<file path="config.mk">
export PLATFORM = sky130hd
export DESIGN_NAME = cosIrqCtrl
export DESIGN_NICKNAME = d
export VERILOG_FILES = /design/src/rtl/cosPkg.sv /design/src/rtl/cosDatapath.sv /design/src/rtl/cosControl.sv /design/src/rtl/cosIrqCtrl.sv
export SDC_FILE = /design/constraint.sdc
export NUM_CORES = 1
export LEC_CHECK = 0
export BUFFER_PORTS_ARGS = -buffer_cell sky130_fd_sc_hd__buf_2
export CORE_ASPECT_RATIO = 1.5
export CORE_MARGIN = 2
export CORE_UTILIZATION = 55
export DETAILED_ROUTE_END_ITERATION = 12
export HOLD_SLACK_MARGIN = 0.02
export PLACE_DENSITY = 0.76
export SLEW_MARGIN = 15
export SYNTH_ARGS = -nofsm -noshare
export SYNTH_HDL_FRONTEND = slang
export SYNTH_HIERARCHICAL = 1
export SYNTH_SLANG_ARGS = --single-unit
</file>
<file path="constraint.sdc">
create_clock -name clk -period 7.2 [get_ports clk]
set_clock_uncertainty 0.1 [all_clocks]
set_input_delay 0 -clock clk [delete_from_list [all_inputs] [get_ports clk]]
set_output_delay 0 -clock clk [all_outputs]
set_load 0.005 [all_outputs]
</file>
<file path="src/rtl/cosPkg.sv">
package cosPkg;
  localparam int ADDR_W = 5;
  typedef logic [ADDR_W-1:0] addr_t;

  localparam addr_t ADDR_RAW    = 5'h00;
  localparam addr_t ADDR_RISEHI = 5'h04;
  localparam addr_t ADDR_FALLLO = 5'h08;
  localparam addr_t ADDR_STATUS = 5'h0C;
  localparam addr_t ADDR_CTRL   = 5'h10;

  localparam int CTRL_MODE_BIT = 1;
  localparam int CTRL_EN_BIT   = 2;

  // Detection results handed from datapath to control
  typedef struct packed {
    logic orHit;
    logic andHit;
    logic armedChange;
  } cosEvent_t;

  // Strobes from control into the datapath
  typedef struct packed {
    logic capture;
    logic clear;
  } cosStrobe_t;

  typedef enum logic {LEVEL_OPEN = 1'b0, LEVEL_HELD = 1'b1} lockState_t;
endpackage

</file>
<file path="src/rtl/cosDatapath.sv">
module cosDatapath #(
  parameter int DATA_W      = 32,
  parameter int IRQ_CH      = 16,
  parameter int SYNC_STAGES = 2
) (
  input  logic                   clk,
  input  logic                   rstN,
  input  logic [DATA_W-1:0]      pinIn,
  input  logic                   wrEn,
  input  cosPkg::addr_t          addr,
  input  logic [DATA_W-1:0]      wrData,
  input  cosPkg::cosStrobe_t     strobe,
  output logic [DATA_W-1:0]      rawOut,
  output logic [IRQ_CH-1:0]      maskHi,
  output logic [IRQ_CH-1:0]      maskLo,
  output logic [IRQ_CH-1:0]      statusVal,
  output cosPkg::cosEvent_t      events
);
  import cosPkg::*;

  logic [SYNC_STAGES-1:0][DATA_W-1:0] syncChain;
  logic [IRQ_CH-1:0] curLow, prevLow;
  logic [IRQ_CH-1:0] riseVec, fallVec, levelOk;

  // Multi-stage synchronizer
  always_ff @(posedge clk or negedge rstN) begin
    if (!rstN) begin
      syncChain <= '0;
    end else begin
      syncChain[0] <= pinIn;
      for (int s = 1; s < SYNC_STAGES; s++) syncChain[s] <= syncChain[s-1];
    end
  end

  assign rawOut = syncChain[SYNC_STAGES-1];
  assign curLow = rawOut[IRQ_CH-1:0];

  always_ff @(posedge clk or negedge rstN) begin
    if (!rstN) prevLow <= '0;
    else       prevLow <= curLow;
  end

  // Per-channel edge and level qualification
  for (genvar ch = 0; ch < IRQ_CH; ch++) begin : gChan
    assign riseVec[ch] = curLow[ch] & ~prevLow[ch];
    assign fallVec[ch] = ~curLow[ch] & prevLow[ch];
    assign levelOk[ch] = (~maskHi[ch] | curLow[ch]) & (~maskLo[ch] | ~curLow[ch]);
  end

  always_comb begin
    events.orHit       = |((riseVec & maskHi) | (fallVec & maskLo));
    events.andHit      = (|(maskHi | maskLo)) & (&levelOk);
    events.armedChange = |((curLow ^ prevLow) & (maskHi | maskLo));
  end

  // Condition masks
  always_ff @(posedge clk or negedge rstN) begin
    if (!rstN) begin
      maskHi <= '0;
      maskLo <= '0;
    end else if (wrEn) begin
      if (addr == ADDR_RISEHI) maskHi <= wrData[IRQ_CH-1:0];
      if (addr == ADDR_FALLLO) maskLo <= wrData[IRQ_CH-1:0];
    end
  end

  // Status snapshot
  always_ff @(posedge clk or negedge rstN) begin
    if (!rstN)              statusVal <= '0;
    else if (strobe.capture) statusVal <= curLow;
    else if (strobe.clear)   statusVal <= '0;
  end
endmodule

</file>
<file path="src/rtl/cosControl.sv">
module cosControl (
  input  logic               clk,
  input  logic               rstN,
  input  logic               wrEn,
  input  logic               rdEn,
  input  cosPkg::addr_t      addr,
  input  logic               wrMode,
  input  logic               wrEnable,
  input  cosPkg::cosEvent_t  events,
  output cosPkg::cosStrobe_t strobe,
  output logic               ctrlEnable,
  output logic               ctrlAndMode,
  output logic               pending
);
  import cosPkg::*;

  lockState_t lockState;
  logic cfgWrite, statusRead, hit, fire;

  assign cfgWrite   = wrEn && (addr == ADDR_CTRL || addr == ADDR_RISEHI || addr == ADDR_FALLLO);
  assign statusRead = rdEn && (addr == ADDR_STATUS);

  always_comb begin
    if (ctrlAndMode) hit = events.andHit && (lockState == LEVEL_OPEN);
    else             hit = events.orHit;
    fire = ctrlEnable && !pending && hit;
    strobe.capture = fire;
    strobe.clear   = statusRead && !fire;
  end

  always_ff @(posedge clk or negedge rstN) begin
    if (!rstN) begin
      ctrlEnable  <= 1'b0;
      ctrlAndMode <= 1'b0;
    end else if (wrEn && addr == ADDR_CTRL) begin
      ctrlEnable  <= wrEnable;
      ctrlAndMode <= wrMode;
    end
  end

  always_ff @(posedge clk or negedge rstN) begin
    if (!rstN)           pending <= 1'b0;
    else if (fire)       pending <= 1'b1;
    else if (statusRead) pending <= 1'b0;
  end

  always_ff @(posedge clk or negedge rstN) begin
    if (!rstN)                      lockState <= LEVEL_OPEN;
    else if (cfgWrite)              lockState <= LEVEL_OPEN;
    else if (fire && ctrlAndMode)   lockState <= LEVEL_HELD;
    else if (events.armedChange)    lockState <= LEVEL_OPEN;
  end
endmodule

</file>
<file path="src/rtl/cosIrqCtrl.sv">
module cosIrqCtrl #(
  parameter int DATA_W      = 32,
  parameter int IRQ_CH      = 16,
  parameter int SYNC_STAGES = 2
) (
  input  logic                      clk,
  input  logic                      rstN,
  input  logic [DATA_W-1:0]         pinIn,
  input  logic                      busWrEn,
  input  logic                      busRdEn,
  input  logic [cosPkg::ADDR_W-1:0] busAddr,
  input  logic [DATA_W-1:0]         busWrData,
  output logic [DATA_W-1:0]         busRdData,
  output logic                      irqOut
);
  import cosPkg::*;

  cosEvent_t  events;
  cosStrobe_t strobe;
  logic [DATA_W-1:0] rawVal;
  logic [IRQ_CH-1:0] maskHi, maskLo, statusHeld;
  logic ctrlEnable, ctrlAndMode, pending;

  cosDatapath #(.DATA_W(DATA_W), .IRQ_CH(IRQ_CH), .SYNC_STAGES(SYNC_STAGES)) uDp (
    .clk(clk), .rstN(rstN), .pinIn(pinIn), .wrEn(busWrEn), .addr(busAddr),
    .wrData(busWrData), .strobe(strobe), .rawOut(rawVal), .maskHi(maskHi),
    .maskLo(maskLo), .statusVal(statusHeld), .events(events)
  );

  cosControl uCtl (
    .clk(clk), .rstN(rstN), .wrEn(busWrEn), .rdEn(busRdEn), .addr(busAddr),
    .wrMode(busWrData[CTRL_MODE_BIT]), .wrEnable(busWrData[CTRL_EN_BIT]),
    .events(events), .strobe(strobe), .ctrlEnable(ctrlEnable),
    .ctrlAndMode(ctrlAndMode), .pending(pending)
  );

  assign irqOut = pending;

  always_comb begin
    busRdData = '0;
    case (busAddr)
      ADDR_RAW:    busRdData = rawVal;
      ADDR_RISEHI: busRdData[IRQ_CH-1:0] = maskHi;
      ADDR_FALLLO: busRdData[IRQ_CH-1:0] = maskLo;
      ADDR_STATUS: begin
        busRdData[IRQ_CH-1:0] = statusHeld;
        busRdData[IRQ_CH]     = pending;
      end
      ADDR_CTRL: begin
        busRdData[CTRL_MODE_BIT] = ctrlAndMode;
        busRdData[CTRL_EN_BIT]   = ctrlEnable;
      end
      default: busRdData = '0;
    endcase
  end
endmodule

</file>
==> metrics.md, run 1 <==
| Metric | Value |
|---|---|
| Hold Path Class | `input port to register` |
| Antenna violations before repair | `0` |
| Normalized max-slew margin | `about a fifth` |
| Flops & latches, synth | `132` |
| H-tree depth | `4` |
| Total GRT Usage | `27.4%` |
| Hold Fails Final Rpt | `0` |
| Final ANT Viol Nets | `0` |
| Rows | `47` |
| Placed cell areas | `0.00648 mm^2` |
| Share of the yosys chip area belonging to registers | `53.4%` |
| Placer Congestion | `0.902` |
| Ys flop type | `dfrtp_1` |
| Slew Viols, Final | `0` |
| Max-cap check violation count | `0` |
| Setup ws final | `3.88 ns` |
| Layout cell share with drive strength beyond 1 | `28.9%` |
| Diodes inserted | `0` |
| Required @ worst endpoint | `7.45 ns` |
| Worst path slowest cell | `a21oi_2` |
| CTS Buf Count | `17` |
| Sink Count | `132` |
| PD cells | `280 mW/mm^2` |
| Pin count of the biggest net entering global routing | `between 80 and 90` |
| Most frequent cells in the layout | `132 x dfrtp_1, 88 x buf_2, 57 x dlygate4sd3_1` |
| Crit-path cells | `mux2i_1 -> nand4_1 -> nor4_1 -> o31a_1 -> nand3b_1 -> a21oi_2 -> nor2_1 -> nor2_1 -> buf_4 -> a22o_1` |
| Most frequent cell on the critical path | `nor2_1` |
| # port buffers | `just under 90` |
| Avg Inst Size Synth | `12.7 um^2` |
| Bufs on Longest Clock Path | `2` |
| Clk pwr share | `41.6%` |
| Max IR drop VDD | `between 0.15 and 0.2 mV` |
| Number of synthesized flops with an enable pin | `0` |
| Multi-input gate area | `0.00240 mm^2` |
| Core ar. | `0.0110 mm^2` |
| CP Launch Type | `register` |
| Drt pass-1 iters | `5` |
| Ys Warns | `6` |
| Area Overhead vs Synth | `24.5%` |
| Critical Path Max Stage Delay | `between 0.9 and 1 ns` |
| Placement Setup Slack | `3.97 ns` |
| Fill count | `around 790` |
| Most common cell after layout, fill and taps aside | `dfrtp_1` |
| Clock slew at reported path FFs | `0.06 ns` |
| Clk root buf | `clkbuf_16` |
| Synth cell types | `43` |
| Post-DP HPWL | `9.64 mm` |
| Post-Synthesis Cells | `486` |
| Kind of critical path | `register to register` |
| Clk_lat worst skew | `0.42 ns` |
| Period utilization | `46.1%` |
| GR Overflow Total | `0` |
| NetSw | `583 uW` |
| Critical Path Sink Type | `register` |
| Total Routed Length | `approximately 15 mm` |
| Final Power | `approximately 2200 uW` |
| Die Wd | `about 90 um` |
| Total Negative Setup Slacks | `0 ns` |
| Routed via count | `4,394` |
| Sw frac | `between 20% and 30%` |
| Die area | `0.0121 mm^2` |
| Syn Std Cell Area | `0.00618 mm^2` |
| Routed vias/inst | `5.76` |
| DRC viols | `0` |
| Max FO, Critical Path | `19` |
| CP bufs+invs | `1` |
| Max frequency | `301 MHz` |
| Vias in the first global route | `between 4k and 5k` |
| Final setup fails | `0` |
| Avg WL per Cell | `20.2 um` |
| TritonCTS clock tree | `built` |
| Final instance area | `roughly 0.0077 mm^2` |
| First-pass GRT wire length | `between 20 and 30 mm` |
| Initial Util | `56.2%` |
| Worst EP arrival | `3.57 ns` |
| Pleak | `0.00378 uW` |
| Ports | `106` |
| Reg power frac | `43.7%` |
| Outcome | `finished clean` |
| Reg area | `0.00330 mm^2` |
| Cell internal pwr | `around 1600 uW` |
| NumNets Final | `between 700 and 800` |
| Slew @ Worst Pin | `1.21 ns` |
| Initial DRC count | `265` |
| Combinational share of power | `14.7%` |
| Unrepaired setup endpoints after global routing | `no` |
| Hold WS | `0.113 ns` |
| Syn Nets | `a little under 600` |
| Min Tclk post-route | `3.32 ns` |
| Critical path's top delay family | `compound AO/OA/AOI/OAI gates` |
| Die height | `134 um` |
| Async set-reset flop share out of synthesis | `100%` |
worst reg2reg max path: stages, from the launching register on:
cell      delay [ns]
dfrtp_1         0.49
mux2i_1         0.23
nand4_1         0.16
nor4_1          0.31
o31a_1          0.24
nand3b_1        0.11
a21oi_2         0.91
nor2_1          0.11
nor2_1          0.13
buf_4           0.28
a22o_1          0.18
cell usage after synthesis, drive strengths merged (16+ instances only):
master / instances / area [um^2]
ha: 32 / 400
o22ai: 22 / 138
a22oi: 16 / 120
dfrtp: 132 / 3300
nand3b: 20 / 175
and2: 16 / 100
mux2i: 18 / 180
a22o: 17 / 149
nor2: 26 / 113
inv: 32 / 120
mux2: 34 / 458
buf: 46 / 338
sequential cells by signal (all words and copies together), names as in the netlist:
signal,count
uCtl/ctrlAndMode,1
uCtl/ctrlEnable,1
uCtl/lockState,1
uCtl/pending,1
uDp/maskHi,16
uDp/maskLo,16
uDp/prevLow,16
uDp/rawOut,32
uDp/statusVal,16
uDp/syncChain,32
path summary, 6_finish.rpt:
check | from | end | slack [ns] | cells after the start
max in group asynchronous | rstN | uDp/rawOut[18] | 5.50 | 4
worst max register to register | uDp/rawOut[2] | uDp/statusVal[9] | 3.88 | 10
min in group asynchronous | rstN | uDp/rawOut[0] | 0.56 | 4
worst min register to register | uDp/syncChain[22] | uDp/rawOut[22] | 0.25 | 0
worst max-delay path | uDp/rawOut[2] | uDp/statusVal[9] | 3.88 | 10
worst min-delay path | pinIn[14] | uDp/syncChain[14] | 0.11 | 2
what timing repair did:
action / 4_1_cts / 5_1_grt
hold buffers: 58 / 0
setup buffers: 0 / 0
endpoints found under the hold margin: 119 / 0
gates resized for setup: 0 / 0
logic make-up (layout without fill, tap and decap cells):
family | Yosys count | count (layout) | share of synthesized area [%]
mux | 52 | 52 | 10.3
compound gates | 79 | 79 | 10.1
flops | 132 | 132 | 53.4
buf+inv | 84 | 214 | 7.79
simple gates | 106 | 106 | 11.8
xor+xnor | 1 | 1 | 0.142
fa+ha+maj | 32 | 32 | 6.48
power groups by stage:
stage / logic, uW / clock network [uW] / registers [uW]
floorplan: 204 / 0 / 918
finish: 317 / 897 / 942
global placement: 278 / 0 / 947
detailed placement: 285 / 0 / 952
global route: 344 / 941 / 955
CTS: 316 / 906 / 940
cell type report:
class	instances	area share [%]
clock buffers	18	5.71
clock inverters	14	2.26
inverters	32	1.56
multi-input cells	270	31.2
flip-flops and latches	132	42.9
well taps	147	2.39
repair buffers	150	13.9
metrics by stage:
step | std cells | util (%)
after floorplan | 486 | -
after global placement | 673 | 58.9
after detailed placement | 673 | 58.9
after CTS | 763 | 70.0
after global routing | 763 | 70.0
final | 763 | 70.0
layer usage:
layer | GRT usage (%) | vias up | part of all wire (%)
li1 | - | 1955 | -
met5 | 0 | - | 0
met2 | 48.1 | 180 | 53
met4 | 14.6 | 0 | 4.4
met3 | 5.96 | 49 | 5.0
met1 | 31.2 | 2210 | 38
No activity file was read; power rests on OpenSTA's default activity.
==> inputs of run 2 (changes only) <==
--- a/config.mk
+++ b/config.mk
@@ -8,10 +8,10 @@
 export BUFFER_PORTS_ARGS = -buffer_cell sky130_fd_sc_hd__buf_2
 export CORE_ASPECT_RATIO = 1.5
 export CORE_MARGIN = 2
-export CORE_UTILIZATION = 55
+export CORE_UTILIZATION = 51
 export DETAILED_ROUTE_END_ITERATION = 12
 export HOLD_SLACK_MARGIN = 0.02
-export PLACE_DENSITY = 0.76
+export PLACE_DENSITY = 0.74
 export SLEW_MARGIN = 15
 export SYNTH_ARGS = -nofsm -noshare
 export SYNTH_HDL_FRONTEND = slang
==> constraint.sdc (replaced) <==
create_clock -name clk -period 2.75 [get_ports clk]
set_clock_uncertainty 0.1 [all_clocks]
set_input_delay 0 -clock clk [delete_from_list [all_inputs] [get_ports clk]]
set_output_delay 0 -clock clk [all_outputs]
set_load 0.005 [all_outputs]
==> metrics.md, run 2 (same netlist as run 1, synthesis figures left out) <==
| Metric | Value |
|---|---|
| Outcome | `finished clean` |
| Placer Congestion | `0.904 (+0.23%)` |
| GR Overflow Total | `0 (unchanged)` |
| Drt pass-1 iters | `5 (unchanged)` |
| Die height | `139 um (+3.7%)` |
| Sink Count | `132 (unchanged)` |
| Clk_lat worst skew | `0.41 ns (about the same)` |
| Routed via count | `4,330 (-1.5%)` |
| Diodes inserted | `0 (unchanged)` |
| Die Wd | `93.9 um (+3.7%)` |
| Fill count | `892 (+12%)` |
| Max frequency | `379 MHz (+26%)` |
| DRC viols | `0 (unchanged)` |
| Slew Viols, Final | `0 (unchanged)` |
| Setup bufs post-CTS | `0 (unchanged)` |
| Normalized max-slew margin | `47.6% (+28 points)` |
| Initial Util | `52.0% (-4.2 points)` |
| Hold Fails Final Rpt | `0 (unchanged)` |
| CP Launch Type | `register` |
| Placed insts | `686 (+1.9%)` |
| PD cells | `738 mW/mm^2 (+160%)` |
| H-tree depth | `4 (unchanged)` |
| Pin count of the biggest net entering global routing | `54 (-34%)` |
| Core ar. | `0.0119 mm^2 (+8.2%)` |
| Final Non-Filler Cells | `772 (+1.2%)` |
| Required @ worst endpoint | `2.94 ns (-4.51 ns)` |
| TritonCTS clock tree | `built` |
| Die area | `0.0130 mm^2 (+7.5%)` |
| Period utilization | `96.1% (+50 points)` |
| # port buffers | `89 (unchanged)` |
| Final setup fails | `0 (unchanged)` |
| Clock slew at reported path FFs | `0.06 ns (about the same)` |
| Total Negative Setup Slacks | `0 ns (unchanged)` |
| Total GRT Usage | `24.1% (-3.3 points)` |
| Unrepaired setup endpoints after global routing | `no` |
| Initial DRC count | `274 (+3.4%)` |
| Max IR drop VDD | `0.430 mV (+170%)` |
| Most frequent cells in the layout | `130 x dfrtp_1, 88 x buf_2, 55 x dlygate4sd3_1` |
| Clk root buf | `clkbuf_16` |
| Slew @ Worst Pin | `0.786 ns (-0.424 ns)` |
| Critical Path Sink Type | `register` |
| Max FO, Critical Path | `16 (-3)` |
| Routed vias/inst | `5.61 (-2.6%)` |
| Ports | `106 (unchanged)` |
| Flop2flop setup slack | `0.11 ns (-3.77 ns)` |
| Max-cap check violation count | `0 (unchanged)` |
| Antenna violations before repair | `0 (unchanged)` |
| Total Routed Length | `14.7 mm (-5.0%)` |
| Avg WL per Cell | `19.0 um (-6.1%)` |
| Most common cell after layout, fill and taps aside | `dfrtp_1` |
| First-pass GRT wire length | `24.0 mm (-4.3%)` |
| Area Overhead vs Synth | `25.3%` |
| NumNets Final | `712 (+0.56%)` |
| Final ANT Viol Nets | `0 (unchanged)` |
| Kind of critical path | `register to register` |
| Rows | `49 (+4.3%)` |
| Hold Path Class | `input port to async pin` |
| Layout cell share with drive strength beyond 1 | `29.1% (+0.18 points)` |
| Worst EP arrival | `2.84 ns (-0.73 ns)` |
| Bufs on Longest Clock Path | `2 (unchanged)` |
| Post-DP HPWL | `9.60 mm (-0.39%)` |
| CTS Buf Count | `17 (unchanged)` |
| Pleak | `0.00381 uW (+0.85%)` |
| Min Tclk post-route | `2.64 ns (-0.676 ns)` |
| Vias in the first global route | `4,735 (+0.30%)` |
==> run 2: critical path, cell delays in order (launching register included) <==
cell and delay (ns):
dfrtp_1 0.47, ha_1 0.29, a22oi_1 0.18, nand4_1 0.16, or4_1 0.53, nand2b_1 0.08, a21oi_1 0.11, nor2_1 0.13
nor2_1 0.08, buf_12 0.18, a22o_1 0.21
==> run 2: final timing paths <==
kind | start | to | cells after the start
max | uDp/rawOut[3] | uDp/statusVal[10] | 10
min | rstN | uDp/syncChain[6] | 2
max reg2reg | uDp/rawOut[3] | uDp/statusVal[10] | 10
min reg2reg | uDp/syncChain[4] | uDp/rawOut[4] | 0
max in group asynchronous | rstN | uDp/rawOut[12] | 3
min in group clk | busAddr[3] | uCtl/lockState | 4
==> run 2: what timing repair did <==
| action | 4_1_cts | 5_1_grt |
|---|---|---|
| endpoints found under the hold margin | 118 | 0 |
| gates resized for setup | 0 | 2 |
| endpoints found under the setup margin | 0 | 16 |
| hold buffers | 55 | 0 |
==> run 2: final cells by class <==
type	instances	area, um^2	share of cell area, %
multi-input cells	270	2400	30.9
flip-flops and latches	132	3310	42.7
inverters	32	120	1.55
clock buffers	22	454	5.87
repair buffers	154	1100	14.2
clock inverters	9	178	2.29
well taps	153	191	2.47
==> run 2: metal layers <==
| layer | GRT usage (%) | up-vias | share of wire (%) |
|---|---|---|---|
| met1 | 29.1 | 2141 | 39 |
| li1 | - | 1958 | - |
| met4 | 9.61 | 0 | 2.6 |
| met3 | 5.60 | 35 | 5.9 |
| met5 | 0 | - | 0 |
| met2 | 41.4 | 196 | 53 |
==> run 2: metrics by stage <==
stage / hold WS (ns) / power, uW / area (um^2) / util [%] / setup slack [ns]
after floorplan: -0.396 / 2940 / 6180 / - / 0.00583
after detailed placement: -0.0342 / 3250 / 6560 / 55.1 / 0.115
final: 0.0392 / 5720 / 7740 / 65.1 / 0.108
after CTS: 0.0478 / 5740 / 7740 / 65.1 / 0.0948
after global placement: -0.0404 / 3220 / 6560 / 55.1 / 0.136
after global routing: 0.106 / 5960 / 7740 / 65.1 / 0.00155
==> run 2: report_power, final <==
group | switching [uW] | total (uW) | internal [uW]
clock network | 778 | 2400 | 1630
registers | 275 | 2480 | 2210
logic | 368 | 828 | 460
